[src/rtl/ustb_pkg.sv]
package ustb_pkg;
    localparam int ADDR_W = 8;

    localparam logic [ADDR_W-1:0] OFF_COUNT  = 8'h10;
    localparam logic [ADDR_W-1:0] OFF_CONFIG = 8'h14;
    localparam logic [ADDR_W-1:0] OFF_FREEZE = 8'h4C;

    typedef enum logic {
        BUS_IDLE = 1'b0,
        BUS_RESP = 1'b1
    } bus_state_e;

    typedef enum logic {
        DIV_RUN  = 1'b0,
        DIV_HOLD = 1'b1
    } div_state_e;
endpackage

[src/rtl/ustb_counter.sv]
module ustb_counter #(
    parameter int W = 32
) (
    input  logic         clk,
    input  logic         rst_n,
    input  logic         inc_i,
    output logic [W-1:0] count_o
);
    logic [W-1:0] count_q;

    always_ff @(posedge clk) begin
        if (!rst_n)
            count_q <= '0;
        else if (inc_i)
            count_q <= count_q + W'(1);
    end

    assign count_o = count_q;

    // one step per tick, wrap included
    assert_step_R6: assert property (@(posedge clk) disable iff (!rst_n)
        inc_i |=> (count_q == $past(count_q) + W'(1)));
    assert_still_R6: assert property (@(posedge clk) disable iff (!rst_n)
        !inc_i |=> $stable(count_q));
endmodule

[src/rtl/ustb_frac_div.sv]
module ustb_frac_div
    import ustb_pkg::*;
#(
    parameter int FRAC_W = 8
) (
    input  logic                  clk,
    input  logic                  rst_n,
    input  logic [2*FRAC_W-1:0]   cfg_i,
    input  logic                  clr_i,
    input  logic                  frz_wr_i,
    input  logic                  frz_val_i,
    output logic                  fire_o,
    output logic                  tick_o,
    output logic                  frozen_o
);
    localparam int SW = FRAC_W + 2;

    div_state_e   state_q, state_d;
    logic [SW-1:0] den, num, n_eff, sum, acc_q, acc_d;
    logic          run, fire, tick_q;

    // state register
    always_ff @(posedge clk) begin
        if (!rst_n)
            state_q <= DIV_RUN;
        else
            state_q <= state_d;
    end

    // next state
    always_comb begin
        state_d = state_q;
        unique case (state_q)
            DIV_RUN:  if (frz_wr_i &&  frz_val_i) state_d = DIV_HOLD;
            DIV_HOLD: if (frz_wr_i && !frz_val_i) state_d = DIV_RUN;
            default:  state_d = DIV_RUN;
        endcase
    end

    // ratio decode, saturating the tick count at the period length
    always_comb begin
        den   = SW'(cfg_i[FRAC_W-1:0]) + SW'(1);
        num   = SW'(cfg_i[2*FRAC_W-1:FRAC_W]) + SW'(1);
        n_eff = (num > den) ? den : num;
        sum   = acc_q + n_eff;
    end

    // outputs and accumulator update
    always_comb begin
        run   = (state_q == DIV_RUN);
        fire  = run && !clr_i && (sum >= den);
        acc_d = acc_q;
        if (clr_i)
            acc_d = '0;
        else if (run)
            acc_d = fire ? (sum - den) : sum;
    end

    always_ff @(posedge clk) begin
        if (!rst_n) begin
            acc_q  <= '0;
            tick_q <= 1'b0;
        end else begin
            acc_q  <= acc_d;
            tick_q <= fire;
        end
    end

    assign fire_o   = fire;
    assign tick_o   = tick_q;
    assign frozen_o = (state_q == DIV_HOLD);

    // phase stays below the period
    assert_acc_bound_R4: assert property (@(posedge clk) disable iff (!rst_n)
        acc_q < den);
    // saturated ratio ticks every enabled cycle
    assert_full_rate_R5: assert property (@(posedge clk) disable iff (!rst_n)
        (run && !clr_i && num >= den) |=> tick_q);
    // hold keeps phase and silences the tick
    assert_hold_acc_R8: assert property (@(posedge clk) disable iff (!rst_n)
        (state_q == DIV_HOLD && !clr_i) |=> $stable(acc_q));
    assert_hold_tick_R8: assert property (@(posedge clk) disable iff (!rst_n)
        (state_q == DIV_HOLD) |=> !tick_q);
    // config write restarts the phase
    assert_clear_R9: assert property (@(posedge clk) disable iff (!rst_n)
        clr_i |=> (acc_q == '0 && !tick_q));
endmodule

[src/rtl/ustb_regs.sv]
module ustb_regs
    import ustb_pkg::*;
#(
    parameter int DATA_W    = 32,
    parameter int FRAC_W    = 8,
    parameter int COUNT_W   = 32,
    parameter int CFG_RESET = 11
) (
    input  logic                  clk,
    input  logic                  rst_n,
    input  logic                  bus_valid,
    input  logic                  bus_write,
    input  logic [ADDR_W-1:0]     bus_addr,
    input  logic [DATA_W-1:0]     bus_wdata,
    output logic                  bus_ready,
    output logic [DATA_W-1:0]     bus_rdata,
    input  logic [COUNT_W-1:0]    count_i,
    input  logic                  frozen_i,
    output logic [2*FRAC_W-1:0]   cfg_o,
    output logic                  cfg_wr_o,
    output logic                  frz_wr_o,
    output logic                  frz_val_o
);
    localparam int CFG_W = 2 * FRAC_W;

    bus_state_e         state_q, state_d;
    logic               accept;
    logic [CFG_W-1:0]   cfg_q;
    logic [DATA_W-1:0]  rdata_q, rd_mux, count_ext;
    logic               unused_wdata_hi;

    // count width adapted to the data path
    generate
        if (COUNT_W < DATA_W) begin : g_count_pad
            assign count_ext = {{(DATA_W-COUNT_W){1'b0}}, count_i};
        end else begin : g_count_cut
            assign count_ext = count_i[DATA_W-1:0];
        end
    endgenerate

    assign unused_wdata_hi = ^bus_wdata[DATA_W-1:CFG_W];

    // state register
    always_ff @(posedge clk) begin
        if (!rst_n)
            state_q <= BUS_IDLE;
        else
            state_q <= state_d;
    end

    // next state
    always_comb begin
        state_d = state_q;
        unique case (state_q)
            BUS_IDLE: if (bus_valid) state_d = BUS_RESP;
            BUS_RESP: state_d = BUS_IDLE;
            default:  state_d = BUS_IDLE;
        endcase
    end

    // outputs and strobes
    always_comb begin
        accept    = (state_q == BUS_IDLE) && bus_valid;
        cfg_wr_o  = accept && bus_write && (bus_addr == OFF_CONFIG);
        frz_wr_o  = accept && bus_write && (bus_addr == OFF_FREEZE);
        frz_val_o = bus_wdata[0];
        unique case (bus_addr)
            OFF_COUNT:  rd_mux = count_ext;
            OFF_CONFIG: rd_mux = DATA_W'(cfg_q);
            OFF_FREEZE: rd_mux = DATA_W'(frozen_i);
            default:    rd_mux = '0;
        endcase
    end

    always_ff @(posedge clk) begin
        if (!rst_n) begin
            cfg_q   <= CFG_W'(CFG_RESET);
            rdata_q <= '0;
        end else begin
            if (cfg_wr_o)
                cfg_q <= bus_wdata[CFG_W-1:0];
            if (accept)
                rdata_q <= rd_mux;
        end
    end

    assign bus_ready = (state_q == BUS_RESP);
    assign bus_rdata = rdata_q;
    assign cfg_o     = cfg_q;

    // ready is a single-cycle pulse after a request
    assert_ready_pulse_R2: assert property (@(posedge clk) disable iff (!rst_n)
        bus_ready |=> !bus_ready);
    assert_ready_cause_R2: assert property (@(posedge clk) disable iff (!rst_n)
        bus_ready |-> $past(bus_valid));
    // config keeps exactly what was written
    assert_cfg_keep_R3: assert property (@(posedge clk) disable iff (!rst_n)
        cfg_wr_o |=> (cfg_q == $past(bus_wdata[CFG_W-1:0])));
    assert_cfg_still_R3: assert property (@(posedge clk) disable iff (!rst_n)
        !cfg_wr_o |=> $stable(cfg_q));
endmodule

[src/rtl/ustb_timebase.sv]
module ustb_timebase
    import ustb_pkg::*;
#(
    parameter int DATA_W    = 32,
    parameter int FRAC_W    = 8,
    parameter int COUNT_W   = 32,
    parameter int CFG_RESET = 11
) (
    input  logic              clk,
    input  logic              rst_n,
    input  logic              bus_valid,
    input  logic              bus_write,
    input  logic [7:0]        bus_addr,
    input  logic [DATA_W-1:0] bus_wdata,
    output logic              bus_ready,
    output logic [DATA_W-1:0] bus_rdata,
    output logic              us_tick
);
    logic [2*FRAC_W-1:0] cfg;
    logic                cfg_wr, frz_wr, frz_val, fire, frozen;
    logic [COUNT_W-1:0]  count;

    ustb_regs #(
        .DATA_W(DATA_W), .FRAC_W(FRAC_W),
        .COUNT_W(COUNT_W), .CFG_RESET(CFG_RESET)
    ) u_regs (
        .clk(clk), .rst_n(rst_n),
        .bus_valid(bus_valid), .bus_write(bus_write),
        .bus_addr(bus_addr), .bus_wdata(bus_wdata),
        .bus_ready(bus_ready), .bus_rdata(bus_rdata),
        .count_i(count), .frozen_i(frozen),
        .cfg_o(cfg), .cfg_wr_o(cfg_wr),
        .frz_wr_o(frz_wr), .frz_val_o(frz_val)
    );

    ustb_frac_div #(.FRAC_W(FRAC_W)) u_div (
        .clk(clk), .rst_n(rst_n),
        .cfg_i(cfg), .clr_i(cfg_wr),
        .frz_wr_i(frz_wr), .frz_val_i(frz_val),
        .fire_o(fire), .tick_o(us_tick), .frozen_o(frozen)
    );

    ustb_counter #(.W(COUNT_W)) u_cnt (
        .clk(clk), .rst_n(rst_n),
        .inc_i(fire), .count_o(count)
    );

    // a frozen divider never advances the counter
    assert_freeze_count_R8: assert property (@(posedge clk) disable iff (!rst_n)
        frozen |=> $stable(count));
    // the pulse leaves together with the counter step
    assert_tick_step_R6: assert property (@(posedge clk) disable iff (!rst_n)
        us_tick |-> (count != $past(count)));
endmodule

[config.mk]
export PLATFORM = sky130hd
export DESIGN_NAME = ustb_timebase
export DESIGN_NICKNAME = d
export VERILOG_FILES = /design/src/rtl/ustb_pkg.sv /design/src/rtl/ustb_counter.sv /design/src/rtl/ustb_frac_div.sv /design/src/rtl/ustb_regs.sv /design/src/rtl/ustb_timebase.sv
export SDC_FILE = /design/constraint.sdc
export NUM_CORES = 1
export LEC_CHECK = 0
export BUFFER_PORTS_ARGS = -buffer_cell sky130_fd_sc_hd__clkbuf_2
export CAP_MARGIN = 10
export CORE_MARGIN = 10
export CORE_UTILIZATION = 30
export DETAILED_ROUTE_END_ITERATION = 8
export PLACE_DENSITY = 0.48
export SLEW_MARGIN = 20
export SYNTH_ARGS = -nofsm -noshare
export SYNTH_HDL_FRONTEND = slang
export SYNTH_SLANG_ARGS = --single-unit
[constraint.sdc]
create_clock -name clk -period 8 [get_ports clk]
set_input_delay 1.6 -clock clk [delete_from_list [all_inputs] [get_ports clk]]
set_output_delay 1.6 -clock clk [all_outputs]
set_load 0.03 [all_outputs]
==> reports/metrics.yaml, run 1 <==
sta:
  hold_viol: 0
  maxSlewViolCount: 0
  clock.fmax_mhz: 145
  fin_crit_ns: 6.89
  worstMarginPinSlew_ns: 0.755
  rsz0062_at_grt: "false"
  finalSetupViolCount: 0
  fin_skew_ns: 0.0103
  min_period_over_period_pct: 86.1
  fin_setup_tns_ns: 0
  relSlewSlack_pct: 49.7
die:
  dieArea_um2: 23900
  rows: 49
  initial_utilization_pct: 30.3
  ios: 78
  core_area_um2: 17900
  die_w_um: 154
  die_h_um: 154
clock_tree:
  cts.path.max_buffers: 2
  clk_pin_slew_worst_paths_ns: 0.07
  root_buffer: "clkbuf_16"
  cts_tree: "done"
  htreeDepth: 3
  ctsHoldBuffers: 0
  clock_latency_ns: 0.35
  post-cts-setup-buffer-count: 0
  cts_made_buffers: 9
  cts_resized: 0
  clock_sinks: 93
power_and_ir_drop:
  p_leak_nw: 2.40
  finalPower_mw: 1.48
  power_density_nw_per_um2: 237
  ir_drop_mv: 0.142
worst_hold_path:
  hold_path.class: "reg -> reg"
finish:
  area_growth_pct: 14.9
  seq_area_um2: 1860
  final_util_pct: 34.8
  fin_area_um2: 6240
  mostFrequentLayoutCells: "dfxtp_1, nand2_1, nor2_1"
  multi_input_area_um2: 3400
  insertedDiodeCount: 0
  layout_commonest_cell: "dfxtp_1"
  finalNetCount: 774
  drive_gt1_share_pct: 16.3
  n_fill_cell: 1867
global_route:
  antenna_found_initial: 0
  track_usage_pct: 12.9
  grt_pass1_wl_um: 25600
  grt_max_degree: 71
  grt_overflow: 0
  grt_pass1_vias: 4865
setup_path:
  crit_end: "u_cnt.count_o[28]"
  crit_path_start: "u_regs.cfg_o[0]"
  cp_common_cell: "ha_1"
  worst-endpoint-arrival_ns: 7.17
  cp.required_ns: 8.28
  worstSetupPathType: "reg -> reg"
  slowest_stage: "or4_1"
  startpoint_type: "register"
  slowest_delay_ns: 0.55
  rr_worst_depth: 25
  regToRegEndpoint: "u_cnt.count_o[28]"
  reg2reg_from: "u_regs.cfg_o[0]"
  ff2ff_setup_slack_ns: 1.11
  crit_path_end_kind: "register"
  worstPathMaxFanout: 18
detailed_routing:
  wl_met3_um: 478
  dr_total_vias: 5055
  drt_wl_total_um: 15600
  drt-met1-wl_um: 7010
  first_pass_iters: 5
  wl_per_cell_um: 16.7
  via_per_inst: 5.41
  first_iter_violations: 330
  drtAntennaViolNets: 0
  dr_wl_met2_um: 7830
  top_layer_used: "met4"
  drc: 0
synth:
  synth_area_um2: 5430
  ys_ff_latch: 93
  synthDistinctLibCells: 72
  syn_nets: 724
  synth_cells: 650
  synthArstFlopShare_pct: 0
  synth_edf_count: 0
  ys_warn_count: 0
  synth_ff_type: "dfxtp_1"
  ys_seq_area_share_pct: 34.3
  avgSynthCellArea_um2: 8.35
run:
  cap_violations: 0
placement:
  dpl_cell_area_um2: 5950
  portBuffers: 61
  dp_hpwl_um: 11900
  gp_congestion: 0.886
status:
  status: "completed"
[cells in the mapped netlist (all sizes together) (2+ instances only)]
library cell / instances / share of area [%]
a31oi: 5 / 0.69
inv: 19 / 1.3
a21oi: 46 / 4.2
nand4: 11 / 1.4
ha: 28 / 6.5
o21ba: 2 / 0.37
nand2b: 11 / 1.3
nand2: 73 / 5.0
xnor2: 13 / 2.4
mux2: 15 / 3.1
xor2: 15 / 2.6
nor4: 7 / 0.81
buf: 6 / 0.51
a22oi: 31 / 4.3
mux2i: 7 / 1.3
nand4b: 2 / 0.32
or4: 6 / 0.83
a221oi: 2 / 0.32
dfxtp: 93 / 34
o211ai: 7 / 1.2
o41ai: 4 / 0.65
clkbuf: 20 / 1.4
nand3: 28 / 2.8
o21ai: 27 / 2.5
a21o: 2 / 0.28
or3: 11 / 1.3
o31a: 4 / 0.65
o311ai: 5 / 0.81
a211oi: 8 / 1.5
nor2b: 3 / 0.35
o21a: 10 / 1.4
o31ai: 7 / 0.97
nor3: 13 / 1.4
and2: 2 / 0.23
o21bai: 3 / 0.42
nor2: 66 / 4.6
or3b: 3 / 0.48
fa: 2 / 0.74
and4: 3 / 0.48
and3: 13 / 1.5
[cells by family (layout without fill, tap and decap cells)]
kind of cell / count (synthesis) / in the layout / share of synthesized area, %
AO/OA/AOI/OAI: 175 / 175 / 22.5
XOR/XNOR: 28 / 28 / 4.93
adder cells (fa/ha/maj): 30 / 30 / 7.19
buffers and inverters: 45 / 100 / 3.20
flip-flops: 93 / 93 / 34.3
multiplexers: 22 / 22 / 4.40
AND/OR/NAND/NOR: 257 / 257 / 23.5
[layer usage]
layer / track usage, % / up-vias
met5: 0 / -
met4: 4.05 / 0
met3: 2.36 / 18
met2: 22.7 / 93
met1: 15.6 / 2438
li1: - / 2506
[area by class of cell]
type	count	area share, %
Clock buffer	11	3.89
Clock inverter	5	0.682
Inverter	19	1.14
Multi-Input combinational cell	512	54.5
Sequential cell	93	29.8
Tap cell	229	4.59
Timing Repair Buffer	65	5.38
[metrics by stage]
stage	worst slack (ns)	cells	hold slack [ns]
floorplan	2.32	650	0.459
global placement	1.31	918	0.474
detailed placement	1.21	918	0.487
CTS	1.17	934	0.499
global route	0.527	934	0.527
finish	1.11	934	0.501
[sequential cells by signal (all words and copies together) (netlist names), named ones only]
signal and cells:
u_div.tick_o 1, u_regs.bus_rdata 32, u_regs.bus_ready 1, u_div.acc_q 10, u_regs.cfg_o 16, u_cnt.count_o 32
[report_power, final]
part,total (mW),switching [mW],internal [mW]
Clock,0.418,0.195,0.223
Sequential,0.517,0.0224,0.494
Combinational,0.546,0.338,0.208
[critical path, delay by kind of cell, from the launching register on]
kind,cells,cell delay [ns]
multiplexers,1,0.20
buffers and inverters,1,0.10
XOR/XNOR,1,0.17
adder cells (fa/ha/maj),5,1.79
AND/OR/NAND/NOR,8,1.84
AO/OA/AOI/OAI,9,2.32
flip-flops,1,0.39
[worst min path at each step]
stage / cells after the start / start / to
2_1_floorplan: 2 / u_cnt.count_o[1] / u_cnt.count_o[1]
3_3_place_gp: 2 / u_cnt.count_o[1] / u_cnt.count_o[1]
3_5_place_dp: 2 / u_cnt.count_o[1] / u_cnt.count_o[1]
4_1_cts: 2 / u_cnt.count_o[1] / u_cnt.count_o[1]
5_1_grt: 2 / u_cnt.count_o[30] / u_cnt.count_o[30]
6_report: 2 / u_cnt.count_o[1] / u_cnt.count_o[1]
Note: power is estimated with default switching activity, not from simulation.
==> inputs of run 2 (changes only) <==
Settings changed: CTS_BUF_LIST set to sky130_fd_sc_hd__clkbuf_8 sky130_fd_sc_hd__clkbuf_16.
==> reports/metrics.yaml, run 2 (synthesis results as in run 1) <==
finish:
  seq_area_um2: 1860  # unchanged
  finalNetCount: 774  # unchanged
  mostFrequentLayoutCells: "dfxtp_1, nand2_1, nor2_1"  # unchanged
  n_fill_cell: 1867  # unchanged
  area_growth_pct: 14.9  # unchanged
  multi_input_area_um2: 3400  # unchanged
  fin_area_um2: 6240  # unchanged
  layout_commonest_cell: "dfxtp_1"  # unchanged
  insertedDiodeCount: 0  # unchanged
  drive_gt1_share_pct: 16.3  # unchanged
clock_tree:
  clk_pin_slew_worst_paths_ns: 0.07  # about the same
  post-cts-setup-buffer-count: 0  # unchanged
  cts_tree: "done"  # unchanged
  cts.path.max_buffers: 2  # unchanged
  cts_resized: 0  # unchanged
  clock_latency_ns: 0.35  # about the same
  root_buffer: "clkbuf_16"  # unchanged
  ctsHoldBuffers: 0  # unchanged
  htreeDepth: 3  # unchanged
  cts_made_buffers: 9  # unchanged
  clock_sinks: 93  # unchanged
sta:
  relSlewSlack_pct: 50.6  # was 49.7%
  maxSlewViolCount: 0  # unchanged
  finalSetupViolCount: 0  # unchanged
  hold_viol: 0  # unchanged
  fin_crit_ns: 6.90  # was 6.89 ns
  clock.fmax_mhz: 145  # about the same
  worstMarginPinSlew_ns: 0.741  # was 0.755 ns
  fin_setup_tns_ns: 0  # unchanged
  worst_slack_ns: 1.10  # was 1.11 ns
  rsz0062_at_grt: "false"  # unchanged
  min_period_over_period_pct: 86.2  # was 86.1%
  fin_skew_ns: 0.0108  # was 0.0103 ns
placement:
  portBuffers: 61  # unchanged
  dp_hpwl_um: 11900  # unchanged
  dpl_cell_area_um2: 5950  # unchanged
  pre_cts_ws_ns: 1.21  # unchanged
  gp_congestion: 0.886  # unchanged
die:
  ios: 78  # unchanged
  rows: 49  # unchanged
  core_area_um2: 17900  # unchanged
  die_h_um: 154  # unchanged
  initial_utilization_pct: 30.3  # unchanged
  dieArea_um2: 23900  # unchanged
  die_w_um: 154  # unchanged
global_route:
  grt_pass1_wl_um: 25600  # unchanged
  grt_pass1_vias: 4865  # unchanged
  antenna_found_initial: 0  # unchanged
  grt_overflow: 0  # unchanged
  track_usage_pct: 12.9  # unchanged
  grt_max_degree: 71  # unchanged
worst_hold_path:
  hold_path.class: "reg -> reg"  # unchanged
  min_to: "u_cnt.count_o[10]"  # was u_cnt.count_o[1]
  min_from: "u_cnt.count_o[10]"  # was u_cnt.count_o[1]
  hold_path_depth: 2  # unchanged
power_and_ir_drop:
  p_leak_nw: 2.40  # about the same
  ir_drop_mv: 0.142  # about the same
  power_density_nw_per_um2: 237  # about the same
run:
  cap_violations: 0  # unchanged
detailed_routing:
  via_per_inst: 5.39  # was 5.41
  first_pass_iters: 4  # was 5
  drc: 0  # unchanged
  wl_per_cell_um: 16.7  # about the same
  first_iter_violations: 335  # was 330
  drt_wl_total_um: 15600  # about the same
  dr_total_vias: 5037  # was 5055
  drtAntennaViolNets: 0  # unchanged
setup_path:
  worstSetupPathType: "reg -> reg"  # unchanged
  cp.required_ns: 8.28  # about the same
  crit_path_end_kind: "register"  # unchanged
  regToRegEndpoint: "u_cnt.count_o[28]"  # unchanged
  reg2reg_from: "u_regs.cfg_o[0]"  # unchanged
  worst-endpoint-arrival_ns: 7.18  # was 7.17 ns
  rr_worst_depth: 25  # unchanged
  startpoint_type: "register"  # unchanged
  ff2ff_setup_slack_ns: 1.10  # was 1.11 ns
  worstPathMaxFanout: 18  # unchanged
status:
  status: "completed"  # unchanged
-- run 2: per-layer routing --
layer  GRT usage (%)  vias up  routed length, um
met5               0        -                  0
met4            4.05        0                296
met3            2.36       18                554
met2            22.7       97               7840
met1            15.6     2416               6940
li1                -     2506                  -
-- run 2: worst max-delay path: stages, from the launching register on --
cell      delay, ns
dfxtp_1        0.39
ha_1           0.42
inv_1          0.10
ha_1           0.31
nor2b_1        0.15
o21ai_0        0.16
nand2b_1       0.07
a211oi_1       0.30
o221ai_1       0.18
a31oi_2        0.37
nor2_1         0.24
mux2i_1        0.20
ha_1           0.28
fa_1           0.43
a211oi_2       0.34
nor2_1         0.17
o21a_1         0.20
o211ai_1       0.15
nand2_1        0.09
xor2_1         0.17
ha_1           0.36
nor2_1         0.10
a211oi_4       0.48
nand4_2        0.48
or4_1          0.55
a21oi_1        0.14
-- run 2: cell type report --
type	instances	share of cell area (%)
multi-input combinational	512	54.5
sequential	93	29.8
timing repair buffer	65	5.38
tap	229	4.59
clock buffer	10	3.83
inverter	19	1.14
clock inverter	6	0.742
-- run 2: worst max-delay path by stage --
| stage | slack, ns | startpoint | cells past startpoint | to |
|---|---|---|---|---|
| final | 1.10 | u_regs.cfg_o[0] | 25 | u_cnt.count_o[28] |
| after CTS | 1.17 | u_regs.cfg_o[0] | 25 | u_cnt.count_o[28] |
| after global placement | 1.31 | u_regs.cfg_o[8] | 24 | u_cnt.count_o[28] |
| after global routing | 0.53 | u_regs.cfg_o[0] | 25 | u_cnt.count_o[28] |
| after detailed placement | 1.21 | u_regs.cfg_o[0] | 25 | u_cnt.count_o[28] |
| after floorplan | 2.32 | u_regs.cfg_o[0] | 26 | u_cnt.count_o[22] |
-- run 2: per-stage QoR --
| stage | total power [mW] | hold WS [ns] | instances | util (%) |
|---|---|---|---|---|
| 6_report | 1.48 | 0.500 | 934 | 34.8 |
| 3_3_place_gp | 1.06 | 0.474 | 918 | 33.2 |
| 2_1_floorplan | 0.948 | 0.459 | 650 | - |
| 5_1_grt | 1.58 | 0.527 | 934 | 34.8 |
| 3_5_place_dp | 1.07 | 0.487 | 918 | 33.2 |
| 4_1_cts | 1.49 | 0.499 | 934 | 34.8 |
-- run 2: report_power, final --
group / internal, mW / switching [mW] / total [mW] / leakage (nW)
clock network: 0.222 / 0.196 / 0.418 / 0.134
logic: 0.208 / 0.337 / 0.546 / 1.51
registers: 0.494 / 0.0224 / 0.517 / 0.753
==> inputs of run 3 (changes only) <==
Settings changed: ABC_AREA set to 1, BUFFER_PORTS_ARGS -buffer_cell sky130_fd_sc_hd__clkbuf_2 to unset, DONT_BUFFER_PORTS set to 1, PLACE_DENSITY 0.48 to 0.45.
==> reports/metrics.yaml, run 3 <==
status:
  status: "completed"  # unchanged
sta:
  relSlewSlack_pct: 34.8  # was 50.6%
  finalSetupViolCount: 0  # unchanged
  clock.fmax_mhz: 167  # was 145 MHz
  maxSlewViolCount: 0  # unchanged
  worstMarginPinSlew_ns: 0.975  # was 0.741 ns
  hold_viol: 0  # unchanged
  rsz0062_at_grt: "false"  # unchanged
  whs_ns: 0.490  # was 0.500 ns
  fin_setup_tns_ns: 0  # unchanged
  fin_crit_ns: 6.00  # was 6.90 ns
  fin_skew_ns: 0.0104  # was 0.0108 ns
  min_period_over_period_pct: 75.1  # was 86.2%
clock_tree:
  cts_tree: "done"  # unchanged
  root_buffer: "clkbuf_16"  # unchanged
  cts.path.max_buffers: 2  # unchanged
  clock_latency_ns: 0.36  # was 0.35 ns
  htreeDepth: 3  # unchanged
  cts_made_buffers: 9  # unchanged
  cts_resized: 0  # unchanged
  post-cts-setup-buffer-count: 0  # unchanged
  ctsHoldBuffers: 0  # unchanged
  clk_pin_slew_worst_paths_ns: 0.08  # was 0.07 ns
  clock_sinks: 93  # unchanged
setup_path:
  cp_common_cell: "nand2_1"  # was ha_1
  slowest_delay_ns: 0.51  # was 0.55 ns
  crit_path_end_kind: "register"  # unchanged
  worstPathMaxFanout: 22  # was 18
  startpoint_type: "register"  # unchanged
  worstSetupPathType: "reg -> reg"  # unchanged
  worst-endpoint-arrival_ns: 6.26  # was 7.18 ns
  slowest_stage: "a21oi_4"  # was or4_1
  cp.required_ns: 8.26  # was 8.28 ns
die:
  rows: 50  # was 49
  ios: 78  # unchanged
  die_h_um: 159  # was 154 um
  dieArea_um2: 25200  # was 23900 um^2
  initial_utilization_pct: 30.7  # was 30.3%
  die_w_um: 159  # was 154 um
  core_area_um2: 18800  # was 17900 um^2
global_route:
  grt_pass1_wl_um: 28300  # was 25600 um
  grt_pass1_vias: 5028  # was 4865
  grt_max_degree: 50  # was 71
  grt_overflow: 0  # unchanged
  antenna_found_initial: 1  # was 0
  track_usage_pct: 13.9  # was 12.9%
synth:
  synth_commonest_cells: "nand2_1, dfxtp_1, a21oi_1, inv_1, nor2_1"  # was dfxtp_1, nand2_1, nor2_1, a21oi_1, a22oi_1
  ys_ff_latch: 93  # unchanged
  avgSynthCellArea_um2: 6.71  # was 8.35 um^2
  synth_edf_count: 0  # unchanged
  synth_ff_type: "dfxtp_1"  # unchanged
  synth_cells: 861  # was 650
  ys_warn_count: 0  # unchanged
  synth_area_um2: 5780  # was 5430 um^2
  synthDistinctLibCells: 39  # was 72
  synthMostInstantiatedCell: "nand2_1"  # was dfxtp_1
  syn_nets: 935  # was 724
  synth.top_cell.area_share_pct: 32.2  # was 34.3%
  yosysTopAreaCell: "dfxtp_1"  # unchanged
  ys_seq_area_share_pct: 32.2  # was 34.3%
  synthTopCellsByArea: "dfxtp_1, nand2_1, a21oi_1"  # was dfxtp_1, ha_1, nand2_1
  synthArstFlopShare_pct: 0  # unchanged
finish:
  drive_gt1_share_pct: 5.31  # was 16.3%
  insertedDiodeCount: 0  # unchanged
  layout_commonest_cell: "nand2_1"  # was dfxtp_1
  finalNetCount: 917  # was 774
  n_fill_cell: 2126  # was 1867
  area_growth_pct: 8.19  # was 14.9%
  fin_cells: 1108  # was 934
  final_util_pct: 33.2  # was 34.8%
  mostFrequentLayoutCells: "nand2_1, dfxtp_1, a21oi_1"  # was dfxtp_1, nand2_1, nor2_1
placement:
  portBuffers: 0  # was 61
  gp_congestion: 0.848  # was 0.886
  dp.cells: 1092  # was 918
  dp_hpwl_um: 13600  # was 11900 um
detailed_routing:
  drc: 0  # unchanged
  dr_total_vias: 5296  # was 5037
  first_pass_iters: 5  # was 4
  via_per_inst: 4.78  # was 5.39
  wl_per_cell_um: 16.0  # was 16.7 um
  drt_wl_total_um: 17800  # was 15600 um
  first_iter_violations: 235  # was 335
  drtAntennaViolNets: 0  # unchanged
power_and_ir_drop:
  seqPwrFrac_pct: 35.5  # was 34.9%
  power_density_nw_per_um2: 240  # was 237 nW/um^2
  power.share.combinational_pct: 35.3  # was 36.9%
  swShare_pct: 40.9  # was 37.6%
  p_switching_mw: 0.615  # was 0.556 mW
  p_int_mw: 0.887  # was 0.924 mW
  p_leak_nw: 2.47  # was 2.40 nW
  clockPowerShare_pct: 29.2  # was 28.2%
  ir_drop_mv: 0.100  # was 0.142 mV
run:
  cap_violations: 0  # unchanged
worst_hold_path:
  hold_path.class: "reg -> reg"  # unchanged
[run 3: path summary, 6_finish.rpt]
check	startpoint	to	cells past startpoint	slack (ns)
setup / recovery	u_regs.cfg_o[0]	u_cnt.count_o[4]	35	2.00
hold / removal	u_div.acc_q[7]	u_div.acc_q[7]	2	0.49
setup reg to reg	u_regs.cfg_o[0]	u_cnt.count_o[4]	35	2.00
hold reg to reg	u_div.acc_q[7]	u_div.acc_q[7]	2	0.49
[run 3: final cells by class]
cell class	count	area [um^2]	share of cell area, %
sequential	93	1860	29.8
clock inverter	7	73.8	1.18
timing repair buffer	3	22.5	0.360
tap	260	325	5.21
multi-input combinational	649	3410	54.6
inverter	87	327	5.23
clock buffer	9	225	3.60
[run 3: power by group through the flow]
stage	registers [mW]	logic, mW	clock network [mW]
2_1_floorplan	0.538	0.472	0
4_1_cts	0.534	0.537	0.455
6_report	0.534	0.530	0.439
3_3_place_gp	0.546	0.538	0
5_1_grt	0.539	0.607	0.467
3_5_place_dp	0.545	0.533	0
[run 3: routing by layer]
metal	track usage, %	vias to the layer above	wire, um
li1	-	2782	-
met1	16.9	2424	7980
met2	23.9	73	8720
met3	3.46	17	780
met4	3.61	0	279
met5	0	-	0
[run 3: worst max-delay path: cells and delay by family (launching register included)]
family / cells / cell delay, ns
DFF: 1 / 0.35
buffers and inverters: 4 / 0.70
and+or+nand+nor: 20 / 2.35
adders and majority gates: 4 / 1.40
xor gates and xnor gates: 2 / 0.25
AOI/OAI and AO/OA: 5 / 0.83
[run 3: through the flow]
stage	cell area, um^2	worst slack, ns	power, mW
2_1_floorplan	5780	3.24	1.01
3_3_place_gp	5950	1.97	1.08
3_5_place_dp	5950	1.95	1.08
4_1_cts	6250	1.93	1.53
5_1_grt	6250	1.37	1.61
6_report	6250	2.00	1.50
[run 3: logic make-up after synthesis]
logic type	share of synthesized area, %
xor gates and xnor gates	6.37
buffers and inverters	8.79
adders and majority gates	6.76
and+or+nand+nor	29.9
DFF	32.2
AOI/OAI and AO/OA	16.0
